File: src/rtl/pcmem_pkg.sv
package pcmem_pkg;

  typedef enum logic [2:0] {
    S_IDLE,
    S_BUSY,
    S_SETUP,
    S_STROBE,
    S_HOLD,
    S_DONE
  } pcmem_state_e;

  // strobes from control to datapath
  typedef struct packed {
    logic loadReq;    // capture the request fields
    logic laneOn;     // enables and space select active
    logic oeOn;       // read strobe active
    logic weOn;       // write strobe active
    logic driveData;  // drive write data toward the card
    logic capture;    // sample card data into the read register
  } pcmem_ctl_t;

endpackage

File: src/rtl/pcmem_ctrl_fsm.sv
module pcmem_ctrl_fsm
  import pcmem_pkg::*;
#(
  parameter int CNT_W = 4
) (
  input  logic             clk,
  input  logic             rstN,
  input  logic [CNT_W-1:0] cfgSetup,
  input  logic [CNT_W-1:0] cfgStrobe,
  input  logic             reqValid,
  input  logic             reqWrite,
  input  logic             reqLaneNone,
  input  logic             cardReady,
  input  logic             cardWaitN,
  output pcmem_ctl_t       ctl,
  output logic             reqReady,
  output logic             rspDone
);

  pcmem_state_e state;
  logic [CNT_W-1:0] cnt;
  logic [CNT_W-1:0] setupLim;
  logic [CNT_W-1:0] strobeLim;
  logic isWrite;

  always_ff @(posedge clk or negedge rstN) begin
    if (!rstN) begin
      state     <= S_IDLE;
      cnt       <= '0;
      setupLim  <= '0;
      strobeLim <= '0;
      isWrite   <= 1'b0;
    end else begin
      case (state)
        S_IDLE: if (reqValid) begin
          isWrite   <= reqWrite;
          setupLim  <= (cfgSetup == '0) ? '0 : cfgSetup - 1'b1;
          strobeLim <= (cfgStrobe == '0) ? '0 : cfgStrobe - 1'b1;
          cnt       <= '0;
          state     <= reqLaneNone ? S_DONE : S_BUSY;
        end
        S_BUSY: if (cardReady) begin
          cnt   <= '0;
          state <= S_SETUP;
        end
        S_SETUP: begin
          if (cnt == setupLim) begin
            cnt   <= '0;
            state <= S_STROBE;
          end else begin
            cnt <= cnt + 1'b1;
          end
        end
        S_STROBE: if (cardWaitN) begin
          // wait cycles do not advance the width counter
          if (cnt == strobeLim) state <= S_HOLD;
          else                  cnt   <= cnt + 1'b1;
        end
        S_HOLD:  state <= S_DONE;
        S_DONE:  state <= S_IDLE;
        default: state <= S_IDLE;
      endcase
    end
  end

  always_comb begin
    ctl           = '0;
    ctl.loadReq   = (state == S_IDLE) && reqValid;
    ctl.laneOn    = (state == S_SETUP) || (state == S_STROBE) || (state == S_HOLD);
    ctl.oeOn      = (state == S_STROBE) && !isWrite;
    ctl.weOn      = (state == S_STROBE) && isWrite;
    ctl.driveData = isWrite && (((state == S_SETUP) && (cnt == setupLim)) ||
                                (state == S_STROBE) || (state == S_HOLD));
    ctl.capture   = (state == S_STROBE) && !isWrite && cardWaitN && (cnt == strobeLim);
  end

  assign reqReady = (state == S_IDLE);
  assign rspDone  = (state == S_DONE);

  // completion is a single-cycle pulse
  p_done_pulse_r10: assert property (@(posedge clk) disable iff (!rstN)
    rspDone |=> !rspDone);

  // a busy card keeps the access from starting
  p_busy_hold_r9: assert property (@(posedge clk) disable iff (!rstN)
    (state == S_BUSY && !cardReady) |=> (state == S_BUSY));

  // wait keeps the strobe phase alive
  p_wait_stretch_r6: assert property (@(posedge clk) disable iff (!rstN)
    (state == S_STROBE && !cardWaitN) |=> (state == S_STROBE));

endmodule

File: src/rtl/pcmem_datapath.sv
module pcmem_datapath
  import pcmem_pkg::*;
#(
  parameter int ADDR_W = 26,
  parameter int DATA_W = 16
) (
  input  logic                 clk,
  input  logic                 rstN,
  input  pcmem_ctl_t           ctl,
  input  logic [ADDR_W-1:0]    reqAddr,
  input  logic                 reqAttr,
  input  logic [DATA_W/8-1:0]  reqLane,
  input  logic [DATA_W-1:0]    reqWdata,
  input  logic [DATA_W-1:0]    cardDataIn,
  output logic [ADDR_W-1:0]    cardAddr,
  output logic                 cardCe1N,
  output logic                 cardCe2N,
  output logic                 cardRegN,
  output logic                 cardOeN,
  output logic                 cardWeN,
  output logic [DATA_W-1:0]    cardDataOut,
  output logic                 cardDataOe,
  output logic [DATA_W-1:0]    rspRdata
);

  localparam int BYTE_W = 8;
  localparam int LANES  = DATA_W / BYTE_W;

  logic [ADDR_W-1:0] addrQ;
  logic              attrQ;
  logic [LANES-1:0]  laneQ;
  logic [DATA_W-1:0] wdataQ;

  always_ff @(posedge clk or negedge rstN) begin
    if (!rstN) begin
      addrQ  <= '0;
      attrQ  <= 1'b0;
      laneQ  <= '0;
      wdataQ <= '0;
    end else if (ctl.loadReq) begin
      addrQ  <= reqAddr;
      attrQ  <= reqAttr;
      laneQ  <= reqLane;
      wdataQ <= reqWdata;
    end
  end

  for (genvar ln = 0; ln < LANES; ln++) begin : g_lane
    logic [BYTE_W-1:0] rdByte;
    always_ff @(posedge clk or negedge rstN) begin
      if (!rstN)            rdByte <= '0;
      else if (ctl.capture) rdByte <= laneQ[ln] ? cardDataIn[ln*BYTE_W +: BYTE_W] : '0;
    end
    assign rspRdata[ln*BYTE_W +: BYTE_W]    = rdByte;
    assign cardDataOut[ln*BYTE_W +: BYTE_W] = laneQ[ln] ? wdataQ[ln*BYTE_W +: BYTE_W] : '0;
  end

  assign cardAddr   = addrQ;
  assign cardCe1N   = !(ctl.laneOn && laneQ[0]);
  assign cardCe2N   = !(ctl.laneOn && laneQ[LANES-1]);
  assign cardRegN   = !(ctl.laneOn && attrQ);
  assign cardOeN    = !ctl.oeOn;
  assign cardWeN    = !ctl.weOn;
  assign cardDataOe = ctl.driveData;

  // read and write strobes are exclusive
  p_one_strobe_r6: assert property (@(posedge clk) disable iff (!rstN)
    !(!cardOeN && !cardWeN));

  // a strobe is only ever inside an enabled access
  p_strobe_needs_en_r5: assert property (@(posedge clk) disable iff (!rstN)
    (!cardOeN || !cardWeN) |-> (!cardCe1N || !cardCe2N));

  // write data is driven whenever the write strobe is low
  p_data_with_we_r7: assert property (@(posedge clk) disable iff (!rstN)
    !cardWeN |-> cardDataOe);

endmodule

File: src/rtl/pcmem_ctrl.sv
module pcmem_ctrl
  import pcmem_pkg::*;
#(
  parameter int ADDR_W = 26,
  parameter int DATA_W = 16,
  parameter int CNT_W  = 4
) (
  input  logic                clk,
  input  logic                rstN,
  input  logic [CNT_W-1:0]    cfgSetup,
  input  logic [CNT_W-1:0]    cfgStrobe,
  input  logic                reqValid,
  input  logic                reqWrite,
  input  logic                reqAttr,
  input  logic [DATA_W/8-1:0] reqLane,
  input  logic [ADDR_W-1:0]   reqAddr,
  input  logic [DATA_W-1:0]   reqWdata,
  output logic                reqReady,
  output logic                rspDone,
  output logic [DATA_W-1:0]   rspRdata,
  output logic [ADDR_W-1:0]   cardAddr,
  output logic                cardCe1N,
  output logic                cardCe2N,
  output logic                cardRegN,
  output logic                cardOeN,
  output logic                cardWeN,
  output logic [DATA_W-1:0]   cardDataOut,
  output logic                cardDataOe,
  input  logic [DATA_W-1:0]   cardDataIn,
  input  logic                cardWaitN,
  input  logic                cardReady
);

  pcmem_ctl_t ctl;
  logic laneNone;

  assign laneNone = (reqLane == '0);

  pcmem_ctrl_fsm #(.CNT_W(CNT_W)) u_fsm (
    .clk        (clk),
    .rstN       (rstN),
    .cfgSetup   (cfgSetup),
    .cfgStrobe  (cfgStrobe),
    .reqValid   (reqValid),
    .reqWrite   (reqWrite),
    .reqLaneNone(laneNone),
    .cardReady  (cardReady),
    .cardWaitN  (cardWaitN),
    .ctl        (ctl),
    .reqReady   (reqReady),
    .rspDone    (rspDone)
  );

  pcmem_datapath #(.ADDR_W(ADDR_W), .DATA_W(DATA_W)) u_dp (
    .clk        (clk),
    .rstN       (rstN),
    .ctl        (ctl),
    .reqAddr    (reqAddr),
    .reqAttr    (reqAttr),
    .reqLane    (reqLane),
    .reqWdata   (reqWdata),
    .cardDataIn (cardDataIn),
    .cardAddr   (cardAddr),
    .cardCe1N   (cardCe1N),
    .cardCe2N   (cardCe2N),
    .cardRegN   (cardRegN),
    .cardOeN    (cardOeN),
    .cardWeN    (cardWeN),
    .cardDataOut(cardDataOut),
    .cardDataOe (cardDataOe),
    .rspRdata   (rspRdata)
  );

endmodule

File: config.mk
export PLATFORM = sky130hd
export DESIGN_NAME = pcmem_ctrl
export DESIGN_NICKNAME = d
export VERILOG_FILES = /design/src/rtl/pcmem_pkg.sv /design/src/rtl/pcmem_ctrl_fsm.sv /design/src/rtl/pcmem_datapath.sv /design/src/rtl/pcmem_ctrl.sv
export SDC_FILE = /design/constraint.sdc
export NUM_CORES = 1
export LEC_CHECK = 0
export BUFFER_PORTS_ARGS = -buffer_cell sky130_fd_sc_hd__buf_2
export CORE_MARGIN = 2
export CORE_UTILIZATION = 47
export DETAILED_ROUTE_END_ITERATION = 10
export HOLD_SLACK_MARGIN = 0.02
export PLACE_DENSITY = 0.78
export SLEW_MARGIN = 15
export SYNTH_ARGS = -nofsm -noshare
export SYNTH_HDL_FRONTEND = slang
export SYNTH_SLANG_ARGS = --single-unit
File: constraint.sdc
create_clock -name clk -period 2.9 [get_ports clk]
set_clock_uncertainty 0.05 [all_clocks]
set_input_delay 0.58 -clock clk [delete_from_list [all_inputs] [get_ports clk]]
set_output_delay 0.58 -clock clk [all_outputs]
set_load 0.05 [all_outputs]
==> impl_results.md <==
* Outcome: finished, final reports clean
* Critical path class: register to primary output
* Crit. Startpoint: u_fsm.state[1]$_DFFE_PN0P_
* Final #Nets at 599
* Die width at 89.8 µm
* Buffers added on ports at 140
* Worst Path Buf+Inv at 1
* Mapped Nets at 469
* Routability cong. at 0.892
* Min-delay worst type: primary input to async pin
* Syn Area/Cell at 8.80 µm²
* First-pass GRT wire length at 14100 µm
* Die area at 0.00806 mm²
* Top Usage Layer GRT: met2
* Post-Synthesis Cell Area at 0.00346 mm²
* Worst setup margin at 0.454 ns
* Gr usage total at 0.213
* Met1 GRT Util at 0.271
* Worst-Skew Late Latency at 0.34 ns
* Reg2reg end: u_dp.g_lane[0].rdByte[6]$_DFFE_PN0P_
* CP Depth at 4
* Via count at 3086
* Flops & latches, synth at 77
* Switching share of power at 0.499
* Cell count of the worst reg-to-reg path at 5
* Crit path max fanout at 11
* Crit path launch type: register
* Vias in the first global route at 3173
* Crit path max-delay cell type: dfrtp_1
* Slew HR at 0.368
* Max Clk Rate at 409 MHz
* CP cell instances: nor2b_4, nand2_1, or2_1, buf_2
* Antenna cell count at 0
* DPL Wire Length at 5870 µm
* Clock Tree Buf Depth at 2
* Post-synth top cells: 173 x nand2_1, 77 x dfrtp_1, 22 x nor3_1
* Sequential area share after synthesis at 0.557
* Area growth syn-to-layout at 28.3%
* Final TNS setup at 0 ns
* TritonCTS Buffers at 9
* Final hold vios at 0
* Count leader, synth: nand2_1
* Final Max Tran Viols at 0
* DR vias/cell at 4.92
* Top FF cell, synth: dfrtp_1
* Clock Pin Slew Worst Setup and Hold Paths at 0.08 ns
* Critical Path AT at 1.82 ns
* Met3 Track Usage GR at 0.0570
* P_sw at 2.81 mW
* Post-cts sizing count at 0
* Hold-fix buffers, CTS at 0
* Worst setup EP type: primary output
* DRT Pass-1 Iters at 4
* Max-cap violations at 0
* Clock root buffer: clkbuf_8
* Final antenna-violating net count at 0
* Post-layout min period at 2.45 ns
* DP Worst Slack at 0.636 ns
* Yosys warning count at 0
* Maximum vdd ir drop at 729 µV
* Hold slack at 0.338 ns
* Pwr per Cell Area at 1270 mW/mm²
* Met2 Usage GRT at 0.349
* Non-filler cells, final at 627
* CP delay by family, top: simple AND/OR/NAND/NOR gates
* Cell variety after synth at 36
* Placed instance count at 611
* Unrepaired setup endpoints after global routing: false
* Fraction of layout cells with a size suffix above 1 at 0.314
* Initial antenna violation count at 0
* Largest net degree at the start of global routing at 78
* Layout fillers at 656
* Core ar. at 0.00718 mm²
* WP data required at 2.27 ns
* Worst Max-Slew Pin Slew at 0.948 ns
* Post-synth top area cell: dfrtp_1
* DR DRC count at 0
* Async SR Flop Fraction at 1.00
* Final WL at 8220 µm
* Largest cells by area after synthesis: dfrtp_1 56%, nand2_1 19%, a21o_1 3.7%, nor3_1 3.2%, and2_1 3.1%
* Power Total at 5.64 mW
* Die Height at 89.8 µm
* Post-route clock period utilization at 0.843
* Int Pwr at 2.83 mW
* Starting DRT DRC Count at 143
* Postcts setup bufs at 0
* Final setup fails at 0
* # IOs at 141
* Rows at 31
* Synth top area share at 0.557
* Reg-to-reg slack, setup at 0.62 ns
* Reg2reg start: u_fsm.cnt[1]$_DFFE_PN0P_
* Effective utilization at floorplan at 0.482
* Avg WL per Cell at 13.1 µm
* Clk network pwr share at 0.170
* Combinational share of power at 0.494
* Gate count of the mapped netlist at 393
* CTS tree: done
* Share of power burned in registers at 0.336
* Post-synth EDFFs at 0
* Leakage at 2.56 nW
* Gr ovfl total at 0
* Setup crit end: cardOeN
* CTS H-Tree Depth at 3
* Clock sink count at 77
* Slowest stage delay, CP at 0.48 ns
==> metrics by stage <==
stage	utilization	area (µm²)
6_report	0.618	4440
3_5_place_dp	0.585	4200
5_1_grt	0.618	4440
2_1_floorplan	-	3460
3_3_place_gp	0.585	4200
4_1_cts	0.618	4440
==> cell families after synthesis <==
kind of cell | Yosys count | synth area share
and+or+nand+nor | 233 | 0.289
DFF | 77 | 0.557
AOI/OAI and AO/OA | 46 | 0.0905
buffers and inverters | 27 | 0.0362
xor gates and xnor gates | 8 | 0.0203
muxes | 1 | 0.00326
adders and majority gates | 1 | 0.00362
==> flip-flops by register name (all words and copies together), names as in the netlist <==
signal,flops
u_dp.attrQ,1
u_dp.cardAddr,26
u_dp.g_lane.rdByte,16
u_dp.laneQ,2
u_dp.wdataQ,16
u_fsm.cnt,4
u_fsm.isWrite,1
u_fsm.setupLim,4
u_fsm.state,3
u_fsm.strobeLim,4
==> cell usage in the layout (no fill, tap or decap), drive strengths merged, types with 2 or more instances in the layout <==
cell type,instances
a21o,17
a21oi,4
a31oi,2
and2,17
buf,143
bufinv,3
clkbuf,10
clkinv,2
dfrtp,77
inv,3
nand2,174
nand2b,2
nand3,2
nor2,7
nor3,22
o21ai,11
o2bb2ai,2
o311ai,2
o31ai,3
or2,3
or4b,2
xnor2,4
xor2,4
==> worst reg2reg max path: stages (launching register included) <==
cell and delay [ns]:
dfrtp_1 0.44, xor2_1 0.20, nor4_2 0.44, nand2_2 0.29, or2_1 0.50, a21o_1 0.26
==> power by group through the flow <==
| stage | combinational, mW | sequential [mW] | clock (mW) |
|---|---|---|---|
| 2_1_floorplan | 1.39 | 2.64 | 0 |
| 3_3_place_gp | 2.77 | 1.88 | 0 |
| 3_5_place_dp | 2.81 | 1.91 | 0 |
| 4_1_cts | 2.81 | 1.89 | 0.981 |
| 5_1_grt | 3.00 | 1.96 | 1.03 |
| 6_report | 2.79 | 1.89 | 0.959 |
==> area by class of cell <==
type,count,area [µm²],area share
Sequential cell,77,1930,0.434
Multi-Input combinational cell,289,1410,0.318
Timing Repair Buffer,143,726,0.164
Clock buffer,10,128,0.0288
Tap cell,99,124,0.0279
Clock inverter,6,111,0.0251
Inverter,3,11.3,0.00254
==> per-layer routing <==
layer	share of wire	vias to the layer above	wire, µm
met5	0	-	0
met4	0.018	0	149
li1	-	1520	-
met1	0.44	1424	3610
met3	0.084	14	693
met2	0.46	128	3770
==> how the worst min path moves through the flow <==
stage | from | to | slack, ns | depth (start not counted)
2_1_floorplan | rstN | u_dp.attrQ$_DFFE_PN0P_ | 0.23 | 0
4_1_cts | reqWdata[3] | u_dp.wdataQ[3]$_DFFE_PN0P_ | 0.36 | 3
3_3_place_gp | u_dp.wdataQ[11]$_DFFE_PN0P_ | u_dp.wdataQ[11]$_DFFE_PN0P_ | 0.40 | 2
6_report | rstN | u_dp.g_lane[0].rdByte[4]$_DFFE_PN0P_ | 0.34 | 1
5_1_grt | reqAddr[16] | u_dp.cardAddr[16]$_DFFE_PN0P_ | 0.35 | 3
3_5_place_dp | u_dp.wdataQ[4]$_DFFE_PN0P_ | u_dp.wdataQ[4]$_DFFE_PN0P_ | 0.40 | 2
(Power assumes the default switching activity.)
